--- config.mk ---
export PLATFORM = sky130hd
export DESIGN_NAME = gap2_timer
export DESIGN_NICKNAME = d
export VERILOG_FILES = /design/src/rtl/gap2_pkg.sv /design/src/rtl/gap2_datapath.sv /design/src/rtl/gap2_ctrl.sv /design/src/rtl/gap2_timer.sv
export SDC_FILE = /design/constraint.sdc
export NUM_CORES = 1
export LEC_CHECK = 0
export CAP_MARGIN = 20
export CORE_ASPECT_RATIO = 1.1
export CORE_UTILIZATION = 42
export DETAILED_ROUTE_END_ITERATION = 10
export PLACE_DENSITY = 0.76
export REMOVE_ABC_BUFFERS = 1
export SETUP_SLACK_MARGIN = 0.5
export SYNTH_ARGS = -nofsm -noshare
export SYNTH_HDL_FRONTEND = slang
export SYNTH_SLANG_ARGS = --single-unit
export TNS_END_PERCENT = 1
--- constraint.sdc ---
create_clock -name clk -period 2.4 [get_ports clk]
set_input_delay 0.36 -clock clk [delete_from_list [all_inputs] [get_ports clk]]
set_output_delay 0.36 -clock clk [all_outputs]
set_load 0.05 [all_outputs]
--- src/rtl/gap2_pkg.sv ---
package gap2_pkg;
  // Strobes issued by the control to the datapath
  typedef struct packed {
    logic load;   // capture config, zero the counter
    logic step;   // advance the counter by one byte
  } ctlStrobe_t;

  // Compare results returned by the datapath (for the next count value)
  typedef struct packed {
    logic hitWr;
    logic hitSync;
    logic hitVco;
    logic isWrite;
  } dpHits_t;
endpackage

--- src/rtl/gap2_datapath.sv ---
module gap2_datapath
  import gap2_pkg::*;
#(
  parameter int CONV_GAP   = 22,
  parameter int PERP_GAP   = 41,
  parameter int VCO_MARGIN = 2,
  parameter int ERASE_OPEN = 3,
  parameter int RATE_W     = 2,
  parameter logic [RATE_W-1:0] RATE_FAST = '1
) (
  input  logic              clk,
  input  logic              rst_n,
  input  ctlStrobe_t        strobe,
  input  logic              opWrite,
  input  logic              perpWgate,
  input  logic              perpGap,
  input  logic [RATE_W-1:0] rateSel,
  output dpHits_t           hits
);
  localparam int MAX_GAP = (PERP_GAP > CONV_GAP) ? PERP_GAP : CONV_GAP;
  localparam int CNT_W   = $clog2(MAX_GAP + VCO_MARGIN + 2);

  logic             cfgWrite, cfgEarly, cfgLong;
  logic [CNT_W-1:0] cnt;
  logic [CNT_W-1:0] nxtCnt, gapLen, wrThr, vcoThr;

  always_ff @(posedge clk or negedge rst_n) begin
    if (!rst_n) begin
      cfgWrite <= 1'b0;
      cfgEarly <= 1'b0;
      cfgLong  <= 1'b0;
      cnt      <= '0;
    end else if (strobe.load) begin
      cfgWrite <= opWrite;
      cfgEarly <= perpWgate;
      cfgLong  <= perpWgate & (perpGap | (rateSel == RATE_FAST));
      cnt      <= '0;
    end else if (strobe.step) begin
      cnt <= nxtCnt;
    end
  end

  always_comb begin
    nxtCnt = cnt + 1'b1;
    gapLen = cfgLong ? CNT_W'(PERP_GAP) : CNT_W'(CONV_GAP);
    wrThr  = cfgEarly ? CNT_W'(ERASE_OPEN) : gapLen;
    vcoThr = gapLen + CNT_W'(VCO_MARGIN);
    hits.hitWr   = (nxtCnt == wrThr);
    hits.hitSync = (nxtCnt == gapLen);
    hits.hitVco  = (nxtCnt == vcoThr);
    hits.isWrite = cfgWrite;
  end
endmodule

--- src/rtl/gap2_ctrl.sv ---
module gap2_ctrl
  import gap2_pkg::*;
(
  input  logic       clk,
  input  logic       rst_n,
  input  logic       byteTick,
  input  logic       idEnd,
  input  logic       dataEnd,
  input  logic       opDone,
  input  dpHits_t    hits,
  output ctlStrobe_t strobe,
  output logic       wrGate,
  output logic       vcoEn,
  output logic       syncStart
);
  typedef enum logic {IDLE, COUNT} state_t;
  state_t state;

  always_comb begin
    strobe.load = idEnd;
    strobe.step = (state == COUNT) && byteTick && !idEnd;
  end

  always_ff @(posedge clk or negedge rst_n) begin
    if (!rst_n) begin
      state     <= IDLE;
      wrGate    <= 1'b0;
      vcoEn     <= 1'b0;
      syncStart <= 1'b0;
    end else begin
      syncStart <= strobe.step && hits.hitSync;

      if (strobe.load)
        state <= COUNT;
      else if (strobe.step && hits.hitVco)
        state <= IDLE;

      if (dataEnd)
        wrGate <= 1'b0;
      else if (strobe.step && hits.hitWr && hits.isWrite)
        wrGate <= 1'b1;

      if (opDone)
        vcoEn <= 1'b0;
      else if (strobe.step && hits.hitVco && !hits.isWrite)
        vcoEn <= 1'b1;
    end
  end
endmodule

--- src/rtl/gap2_timer.sv ---
module gap2_timer
  import gap2_pkg::*;
#(
  parameter int CONV_GAP   = 22,
  parameter int PERP_GAP   = 41,
  parameter int VCO_MARGIN = 2,
  parameter int ERASE_OPEN = 3,
  parameter int RATE_W     = 2,
  parameter logic [RATE_W-1:0] RATE_FAST = '1
) (
  input  logic              clk,
  input  logic              rst_n,
  input  logic              byteTick,
  input  logic              idEnd,
  input  logic              opWrite,
  input  logic              perpWgate,
  input  logic              perpGap,
  input  logic [RATE_W-1:0] rateSel,
  input  logic              dataEnd,
  input  logic              opDone,
  output logic              wrGate,
  output logic              vcoEn,
  output logic              syncStart
);
  ctlStrobe_t strobe;
  dpHits_t    hits;

  gap2_datapath #(
    .CONV_GAP(CONV_GAP), .PERP_GAP(PERP_GAP), .VCO_MARGIN(VCO_MARGIN),
    .ERASE_OPEN(ERASE_OPEN), .RATE_W(RATE_W), .RATE_FAST(RATE_FAST)
  ) u_dp (
    .clk(clk), .rst_n(rst_n), .strobe(strobe), .opWrite(opWrite),
    .perpWgate(perpWgate), .perpGap(perpGap), .rateSel(rateSel), .hits(hits)
  );

  gap2_ctrl u_ctrl (
    .clk(clk), .rst_n(rst_n), .byteTick(byteTick), .idEnd(idEnd),
    .dataEnd(dataEnd), .opDone(opDone), .hits(hits), .strobe(strobe),
    .wrGate(wrGate), .vcoEn(vcoEn), .syncStart(syncStart)
  );
endmodule

# == Word level (Yosys, flattened, before mapping) ==
# Cells that the tools add are included.
# op_classes
addsub,2
eq_ne,4
n_mux,10
bitwise_logic,2
reduce_logical,13
# op_table
operator,count
$mux W6,4
$eq A6 B6 Y1,3
$reduce_bool A2 Y1,4
$logic_and A1 B1 Y1,7
$add A6 B1 Y6 const B,1
$add A6 B2 Y6 const B,1
$mux W1,6
$eq A2 B2 Y1 const B,1
$logic_not A1 Y1,2
$and A1 B1 Y1,1
$or A1 B1 Y1,1
# word_totals
reg_bits,13
inputBits,11
out_inout_bits,3

# == Longest topological paths before layout ==
# Gate-level depths: netlist of run 1.
# depth
word_depth,7
depth_mapped,7

# == By module ==
# From an unflattened synthesis of run 1, not the netlist that was laid out.
# hier_totals
hier_cells,82
area_unflattened_um2,773.2
# modules_own_cells
mod,n_inst,cells_per_inst,area_per_inst_um2,seq_area_each_um2
gap2_datapath,1,66,594.3,225.2
gap2_ctrl,1,16,178.9,100.1

# == Worst setup path after synthesis of run 1 ==
# OpenSTA, ideal clock, no wires.
# synth_path
path_type,reg2reg
start,reg u_dp.cnt[1]
end,reg u_ctrl.wrGate
arrival_ns,1.465
required_ns,2.320
setup_slack_ns,0.855
stages_incl_launch_ff,7
period_less_slack_ns,1.545
cell_sequence,dfrtp_1 > ha_1 > nand2b_1 > o31ai_1 > o311a_1 > o311ai_1 > o22ai_2
# synth_via
elab_chain_cells,5
# synth_lines
item,line,text
from (decl),gap2_datapath.sv:24,logic [CNT_W-1:0] cnt;
from (signal assigned),gap2_datapath.sv:39,cnt <= nxtCnt;
$add A6 B1 Y6,gap2_datapath.sv:44,nxtCnt = cnt + 1'b1;
$eq A6 B6 Y1,gap2_datapath.sv:48,hits.hitWr = (nxtCnt == wrThr);
$logic_and A1 B1 Y1 (2 in a row),gap2_ctrl.sv:40,else if (strobe.step && hits.hitWr && hits.isWrite)
$reduce_bool A2 Y1 (no line),-,
to (signal assigned),gap2_ctrl.sv:27,wrGate <= 1'b0;
to (signal assigned),gap2_ctrl.sv:39,wrGate <= 1'b0;
to (signal assigned),gap2_ctrl.sv:41,wrGate <= 1'b1;
to (decl),gap2_ctrl.sv:12,"output logic wrGate,"
# Every way passes these cells.
# A chain may end at the register's enable or synchronous reset.

# == Worst setup path after layout of run 1 ==
# Ends and elaborated chain as after synthesis.

==> impl_metrics.py, run 1 <==
metrics = {
    "sta": {
        "setup_slack_ps": 571,
        "min_period_over_period_pct": 76.2,
        "fin_skew_ps": 4.74,
        "max_freq_mhz": 547,
        "period_needed_ps": 1830,
        "worst_slew_pin_slew_ps": 593,
        "setup_viol": 0,
        "slew_headroom_pct": 60.5,
        "tns_ps": 0,
        "drv_slew": 0,
        "rsz0062_at_grt": "yes",
        "finalHoldViolations": 0,
    },
    "worst_setup_path": {
        "crit_slowest_cell": "dfrtp_1",
        "worstPathRequired_ps": 2610,
        "criticalPathCategory": "reg2reg",
        "r2r_slack_ps": 570,
        "slowest_delay_ps": 440,
        "cp_cell_sequence": "ha_2, nand2b_1, o31ai_1, o311a_1, o311ai_1, o22ai_2",
        "worstSetupStartpointType": "register",
        "cp_data_arrival_time_ps": 2040,
        "end_kind": "register",
        "crit_path_max_fanout": 6,
    },
    "yosys": {
        "async_flop_share_pct": 100,
        "synth_cell_type_count": 47,
        "synthFlopType": "dfrtp_1",
        "synthDominantCellAreaShare_pct": 32.3,
        "synthCells": 111,
        "synth_top_area_cell": "dfrtp_1",
        "synth.avg_cell_area_um2": 9.09,
        "syn-cell-area_um2": 1010,
        "synth_edf_count": 0,
        "synth_seq_cells": 13,
        "ys_warn_count": 0,
        "synth_area_leaders": "dfrtp_1, buf_4, xor2_1",
        "synth-seq-area-share_pct": 32.3,
    },
    "clock_tree": {
        "cts_root_buf": "clkbuf_4",
        "tritoncts": "done",
        "clkSinkCount": 13,
        "cts_buffer_depth": 2,
        "numCtsBuffers": 3,
        "clock_latency_ps": 280,
        "cts.clk_slew.worst_paths_ps": 80,
        "htreeDepth": 1,
    },
    "power": {
        "ir_drop_mv": 0.287,
        "p_total_mw": 0.465,
        "p_per_area_nw_per_um2": 401,
        "leakagePower_nw": 0.414,
    },
    "floorplanning": {
        "core-area_um2": 2250,
        "die-height_um": 53.4,
        "io_pins": 14,
        "die_area_um2": 2600,
        "fp-row-count": 18,
        "die_x_um": 48.7,
        "initial_utilization_pct": 44.8,
    },
    "grt": {
        "grtUsageMet1_pct": 24.9,
        "grt-busiest-layer": "met2",
        "met3_usage_pct": 1.72,
        "grt_use_met2_pct": 32.4,
        "grt_max_degree": 16,
        "grt_pass1_vias": 812,
        "antenna_found_initial": 0,
        "grt_usage_pct": 19.7,
        "grt_pass1_wl_um": 3770,
        "grt.overflow.total": 0,
    },
    "worst_hold_path": {
        "hold_path_class": "in2async",
    },
    "finish": {
        "area_delta_synth_final_pct": 14.9,
        "layout-drive-gt1-share_pct": 14.9,
        "n_fill_cell": 214,
        "num_antenna_cells": 0,
        "fin_nets": 134,
        "utilization_pct": 51.4,
    },
    "run_status": {
        "status": "completed",
    },
    "route": {
        "vias": 891,
        "dr.first_iter.drc_count": 39,
        "viasPerCell": 5.90,
        "routed_wl_um": 2180,
        "drtAntennaViolNets": 0,
        "wl_per_cell_um": 14.4,
        "dr.pass1.iters": 4,
        "drc": 0,
    },
    "placement": {
        "pre_cts_ws_ps": 565,
        "gp_congestion": 0.885,
        "port-buffer-count": 13,
        "hpwl_um": 1590,
    },
    "flow_run": {
        "cap_violations": 0,
    },
}
layout by cell type, fill, tap and decap left out, types with 3 or more instances in the layout:
cell type        Yosys  routed
a21oi_1              7       7
clkbuf_4             0       3
clkdlybuf4s50_1      0      13
dfrtp_1             13      13
nand2_1              6       6
nand2_2              4       4
nand2b_1             3       3
nand3_1              6       6
nor2_1               9       9
nor3_1               4       4
o21ai_0              4       4
xnor2_1              3       3
xor2_1               6       6
flip-flops by register name (all words and copies together) (netlist names):
name / flops
u_dp.cnt: 6
u_ctrl.state: 1
u_ctrl.syncStart: 1
u_ctrl.vcoEn: 1
u_ctrl.wrGate: 1
u_dp.cfgEarly: 1
u_dp.cfgLong: 1
u_dp.cfgWrite: 1
power by group:
part	leakage, nW	switching [mW]	internal (mW)
logic	0.230	0.0483	0.0412
clock network	0.0150	0.0701	0.0647
registers	0.170	0.0133	0.227
final cells by class:
class                      instances  area [um2]  share of cell area (%)
clock buffer                       4        26.3                    2.27
inverter                           3        11.3                   0.972
multi-input combinational         86         613                    52.9
sequential                        13         325                    28.1
tap                               30        37.5                    3.24
timing repair buffer              15         145                    12.5
timing repair:
item                                    in CTS  in global routing
buffers inserted                             0                  0
endpoints found under the setup margin       0                  3
hold buffers                                 0                  0
resized for setup                            0                  1
worst max-delay path: cells and delay by family, from the launching register on:
family          cells  cell delay [ps]
fa+ha+maj           1              350
simple gates        1              190
compound gates      4              780
flops               1              440
cell families after synthesis:
logic type                 Yosys count  share of synthesized area, %
AOI/OAI and AO/OA                   28                          21.5
buffers and inverters               12                          7.20
adders and majority gates            1                          1.24
muxes                                2                          2.11
xor gates and xnor gates            10                          10.5
and+or+nand+nor                     45                          25.2
DFF                                 13                          32.3
synthesized netlist by cell type (2+ instances only):
cell type / instances
a21oi_1: 7
and2_1: 2
buf_4: 7
dfrtp_1: 13
inv_1: 2
nand2_1: 6
nand2_2: 4
nand2b_1: 3
nand3_1: 6
nor2_1: 9
nor3_1: 4
o21ai_0: 4
o22ai_1: 2
o31ai_1: 2
xnor2_1: 3
xor2_1: 6
final timing paths:
path	start	cells after the start	endpoint
max	u_dp.cnt[1]$_DFFE_PN0P_	6	u_ctrl.wrGate$_DFFE_PN0P_
min	rst_n	1	u_dp.cfgLong$_DFFE_PN0P_
max reg2reg	u_dp.cnt[1]$_DFFE_PN0P_	6	u_ctrl.wrGate$_DFFE_PN0P_
min reg2reg	u_ctrl.vcoEn$_DFFE_PN0P_	2	u_ctrl.vcoEn$_DFFE_PN0P_
max in group asynchronous	rst_n	1	u_dp.cnt[0]$_DFFE_PN0P_
min in group clk	u_ctrl.vcoEn$_DFFE_PN0P_	2	u_ctrl.vcoEn$_DFFE_PN0P_
stage by stage:
| step | cells | hold slack, ps | instance area [um2] |
|---|---|---|---|
| final | 151 | 439 | 1160 |
| after CTS | 151 | 458 | 1160 |
| after floorplan | 102 | 64.4 | 947 |
| after global routing | 151 | 502 | 1160 |
| after detailed placement | 147 | 501 | 1130 |
| after global placement | 147 | 490 | 1130 |
metal layers:
metal / wire length [um] / share of wire (%) / vias up
li1: - / - / 426
met5: 0 / 0 / -
met2: 1060 / 49 / 41
met1: 957 / 44 / 417
met3: 93 / 4.3 / 7
met4: 59 / 2.7 / 0
No activity file was read; power rests on OpenSTA's default activity.
==> run 2: changes to the inputs <==
- PLACE_DENSITY: 0.76 -> 0.78
- clock period: 2.4 -> 1.5 ns (I/O delays scaled with it)
==> impl_metrics.py, run 2 (same netlist as run 1, synthesis figures left out) <==
metrics = {
    "sta": {
        "max_freq_mhz": 640,
        "slew_headroom_pct": 70.6,
        "tns_ps": -111,
        "finalHoldViolations": 0,
        "fin_skew_ps": 9.35,
        "drv_slew": 0,
        "setup_viol": 4,
        "setup_slack_ps": -61.8,
        "period_needed_ps": 1560,
        "rsz0062_at_grt": "yes",
        "worst_slew_pin_slew_ps": 435,
        "min_period_over_period_pct": 104,
    },
    "worst_setup_path": {
        "r2r_cells": 5,
        "cp_data_arrival_time_ps": 1780,
        "criticalPathCategory": "reg2reg",
        "end_kind": "register",
        "worstPathRequired_ps": 1720,
        "crit_path_max_fanout": 10,
        "r2r_end": "u_ctrl.vcoEn$_DFFE_PN0P_",
        "cp-startpoint": "u_dp.cnt[1]$_DFFE_PN0P_",
        "r2r_slack_ps": -60,
        "r2r_start": "u_dp.cnt[1]$_DFFE_PN0P_",
        "worstSetupStartpointType": "register",
    },
    "floorplanning": {
        "io_pins": 14,
        "core-area_um2": 2250,
        "die_x_um": 48.7,
        "die-height_um": 53.4,
        "fp-row-count": 18,
        "die_area_um2": 2600,
        "initial_utilization_pct": 44.8,
    },
    "finish": {
        "area_delta_synth_final_pct": 33.6,
        "top_register": "u_dp.cnt",
        "final_cell_mix": "buf_4, clkdlybuf4s50_1, nor2_1, buf_6, dfrtp_1",
        "fin_nets": 148,
        "layout-drive-gt1-share_pct": 34.8,
        "final_common_cell": "buf_4",
        "utilization_pct": 59.8,
        "num_antenna_cells": 0,
        "largest_reg_flops": 6,
    },
    "route": {
        "vias": 967,
        "viasPerCell": 5.86,
        "wl_per_cell_um": 16.9,
        "drc": 0,
        "dr.pass1.iters": 4,
        "drtAntennaViolNets": 0,
        "routed_wl_um": 2780,
        "dr.first_iter.drc_count": 35,
    },
    "placement": {
        "port-buffer-count": 13,
        "gp_congestion": 0.843,
        "hpwl_um": 1840,
        "pre_cts_ws_ps": -139,
    },
    "grt": {
        "grt_pass1_wl_um": 4400,
        "grt_usage_pct": 23.1,
        "grt_max_degree": 15,
        "antenna_found_initial": 0,
        "grt.overflow.total": 0,
        "grt_pass1_vias": 981,
    },
    "worst_hold_path": {
        "hold_path_class": "in2async",
    },
    "power": {
        "p_per_area_nw_per_um2": 613,
        "leakagePower_nw": 0.506,
        "ir_drop_mv": 0.595,
    },
    "run_status": {
        "status": "finished with violations",
        "violations": "negative setup slack",
    },
    "clock_tree": {
        "numCtsBuffers": 3,
        "cts_buffer_depth": 2,
        "clkSinkCount": 13,
        "cts.clk_slew.worst_paths_ps": 90,
        "tritoncts": "done",
        "cts_root_buf": "clkbuf_4",
        "htreeDepth": 1,
        "clock_latency_ps": 300,
    },
    "flow_run": {
        "cap_violations": 0,
    },
}
==> run 2: cell types whose count changed in the layout (fill, tap and decap cells not counted), moves of 4 or more <==
cell             previous run  this run
buf_4                       2        10
buf_6                       0         8
clkdlybuf4s50_1            13         9
dfrtp_1                    13         8
dfrtp_2                     0         5
==> run 2: worst max-delay path, cell delays in order, from the launching register on <==
cell and delay (ps):
dfrtp_1 420, ha_4 210, nand3b_1 190, o32ai_2 260
o2111ai_2 180, o31ai_2 200
==> run 2: power by group <==
group	total (mW)	internal (mW)	switching (mW)
logic	0.203	0.104	0.0987
registers	0.386	0.364	0.0213
clock network	0.238	0.104	0.135
==> run 2: worst max path at each step <==
stage / slack [ps] / endpoint
global route: -130 / u_ctrl.vcoEn$_DFFE_PN0P_
CTS: -30 / u_ctrl.vcoEn$_DFFE_PN0P_
detailed placement: -140 / u_ctrl.vcoEn$_DFFE_PN0P_
finish: -60 / u_ctrl.vcoEn$_DFFE_PN0P_
floorplan: -160 / u_ctrl.vcoEn$_DFFE_PN0P_
global placement: -160 / u_ctrl.wrGate$_DFFE_PN0P_
==> run 2: what timing repair did <==
item                                    CTS  global route
pin swaps                                 6             5
setup buffers                             1             0
hold buffers                              0             0
endpoints found under the setup margin   15            14
gates resized for setup                  18             4
==> run 2: layer usage <==
| layer | part of all wire, % | vias up | global-route usage [%] | wire length [um] |
|---|---|---|---|---|
| met5 | 0 | - | 0 | 0 |
| met4 | 4.5 | 0 | 19.1 | 124 |
| met3 | 3.6 | 15 | 0.862 | 101 |
| met2 | 53 | 37 | 44.4 | 1470 |
| met1 | 39 | 461 | 23.6 | 1090 |
| li1 | - | 454 | - | - |
==> run 2: layout make-up <==
class / count / area, um2
fill: 190 / 905
timing repair buffer: 29 / 284
tap: 30 / 37.5
sequential: 13 / 332
inverter: 3 / 11.3
multi-input combinational: 86 / 657
clock buffer: 4 / 26.3
==> run 2: per-stage QoR <==
step / cells / hold WS (ps) / total power [mW] / area (um2)
6_report: 165 / 227 / 0.827 / 1350
5_1_grt: 165 / 259 / 0.854 / 1350
4_1_cts: 165 / 239 / 0.810 / 1340
3_5_place_dp: 160 / 482 / 0.552 / 1230
3_3_place_gp: 160 / 477 / 0.545 / 1230
2_1_floorplan: 102 / -70.6 / 0.460 / 947
==> run 3: changes to the inputs <==
- REMOVE_ABC_BUFFERS: 1 -> unset
==> impl_metrics.py, run 3 (same netlist as run 1, synthesis figures left out) <==
metrics = {
    "run_status": {
        "status": "finished with violations",
        "violations": "negative setup slack",
    },
    "placement": {
        "hpwl_um": 1970,
        "port-buffer-count": 13,
        "dpl_cell_area_um2": 1260,
        "gp_congestion": 0.837,
    },
    "worst_setup_path": {
        "crit_path_max_fanout": 5,
        "worstSetupStartpointType": "register",
        "slowest_delay_ps": 430,
        "cp_cell_sequence": "ha_4, nand2b_4, nor3b_1, a32oi_2, nor3_1",
        "crit_buf_inv": 0,
        "worstPathRequired_ps": 1670,
        "crit_slowest_cell": "dfrtp_1",
        "criticalPathCategory": "reg2reg",
        "r2r_start": "u_dp.cnt[0]$_DFFE_PN0P_",
        "cp-startpoint": "u_dp.cnt[0]$_DFFE_PN0P_",
        "cp_data_arrival_time_ps": 1720,
        "r2r_slack_ps": -50,
        "crit_family": "simple AND/OR/NAND/NOR gates",
        "end_kind": "register",
    },
    "finish": {
        "layout-drive-gt1-share_pct": 34.8,
        "area_delta_synth_final_pct": 33.6,
        "final_cell_mix": "buf_4, nor2_1, dfrtp_1",
        "num_antenna_cells": 0,
        "final_common_cell": "buf_4",
        "top_register": "u_dp.cnt",
        "utilization_pct": 59.8,
        "fin_nets": 151,
        "final_cell_area_um2": 1350,
        "largest_reg_flops": 6,
    },
    "clock_tree": {
        "cts_root_buf": "clkbuf_4",
        "clkSinkCount": 13,
        "numCtsBuffers": 3,
        "ctsHoldBuffers": 0,
        "cts_buffer_depth": 2,
        "htreeDepth": 1,
        "cts.clk_slew.worst_paths_ps": 80,
        "tritoncts": "done",
        "clock_latency_ps": 270,
    },
    "flow_run": {
        "cap_violations": 0,
    },
    "route": {
        "vias": 965,
        "m1WireLength_um": 1050,
        "drtAntennaViolNets": 0,
        "wl_per_cell_um": 15.2,
        "route.top_layer_used": "met4",
        "routed_wl_um": 2560,
        "wl_met3_um": 86,
        "viasPerCell": 5.74,
        "wl_met2_um": 1340,
        "drc": 0,
        "dr.pass1.iters": 4,
        "dr.first_iter.drc_count": 18,
    },
    "floorplanning": {
        "core-area_um2": 2250,
        "die_x_um": 48.7,
        "die-height_um": 53.4,
        "die_area_um2": 2600,
        "io_pins": 14,
        "initial_utilization_pct": 44.8,
        "fp-row-count": 18,
    },
    "sta": {
        "setup_viol": 3,
        "period_needed_ps": 1550,
        "hold_ws_ps": 254,
        "max_freq_mhz": 646,
        "slew_headroom_pct": 71.8,
        "rsz0062_at_grt": "yes",
        "min_period_over_period_pct": 103,
        "fin_skew_ps": 2.31,
        "tns_ps": -80.3,
        "worst_slew_pin_slew_ps": 422,
        "finalHoldViolations": 0,
        "drv_slew": 0,
        "setup_slack_ps": -48.3,
    },
    "power": {
        "p_total_mw": 0.787,
        "leakagePower_nw": 0.523,
        "ir_drop_mv": 0.586,
        "p_per_area_nw_per_um2": 584,
    },
    "grt": {
        "antenna_found_initial": 0,
        "grt.overflow.total": 0,
        "grt_pass1_vias": 935,
        "grt_max_degree": 14,
        "grt_pass1_wl_um": 4270,
        "grt_usage_pct": 21.9,
    },
    "worst_hold_path": {
        "hold_path_class": "in2async",
    },
    "yosys": {
        "syn-num-nets": 123,
    },
}
==> run 3: layer usage <==
metal / GRT usage, % / vias up
li1: - / 457
met1: 26.2 / 480
met2: 37.0 / 20
met3: 3.45 / 8
met4: 13.7 / 0
met5: 0 / -
==> run 3: cell type report <==
type / count / area [um2]
repair buffers: 32 / 282
well taps: 30 / 37.5
clock buffers: 4 / 26.3
flip-flops and latches: 13 / 330
multi-input cells: 86 / 661
inverters: 3 / 11.3
fillers: 190 / 905
==> run 3: final timing paths <==
path,end,cells past startpoint
worst max-delay path,u_ctrl.syncStart$_DFF_PN0_,5
worst min-delay path,u_dp.cnt[4]$_DFFE_PN0P_,2
min in group clk,u_dp.cnt[1]$_DFFE_PN0P_,3
max in group asynchronous,u_dp.cfgLong$_DFFE_PN0P_,2
worst max register to register,u_ctrl.syncStart$_DFF_PN0_,5
worst min register to register,u_ctrl.vcoEn$_DFFE_PN0P_,1
==> run 3: where the power goes <==
| group | switching, mW | total [mW] | leakage, nW | internal, mW |
|---|---|---|---|---|
| sequential | 0.0232 | 0.388 | 0.163 | 0.365 |
| clock | 0.111 | 0.213 | 0.0150 | 0.103 |
| combinational | 0.0890 | 0.186 | 0.344 | 0.0972 |
==> run 3: worst reg2reg max path, stage by stage, from the launching register on <==
cell and delay (ps):
dfrtp_1 430, ha_4 280, nand2b_4 150, nor3b_1 280
a32oi_2 120, nor3_1 200
==> run 3: through the flow <==
| stage | cells | worst slack [ps] |
|---|---|---|
| after global placement | 163 | -66.4 |
| after floorplan | 111 | 36.7 |
| after global routing | 168 | -126 |
| after detailed placement | 163 | -74.4 |
| final | 168 | -48.3 |
| after CTS | 167 | -39.1 |
==> run 3: what timing repair did <==
| action | in CTS | in global routing |
|---|---|---|
| pin swaps | 6 | 8 |
| gates resized for setup | 12 | 5 |
| endpoints found under the setup margin | 14 | 14 |
| setup buffers | 0 | 1 |
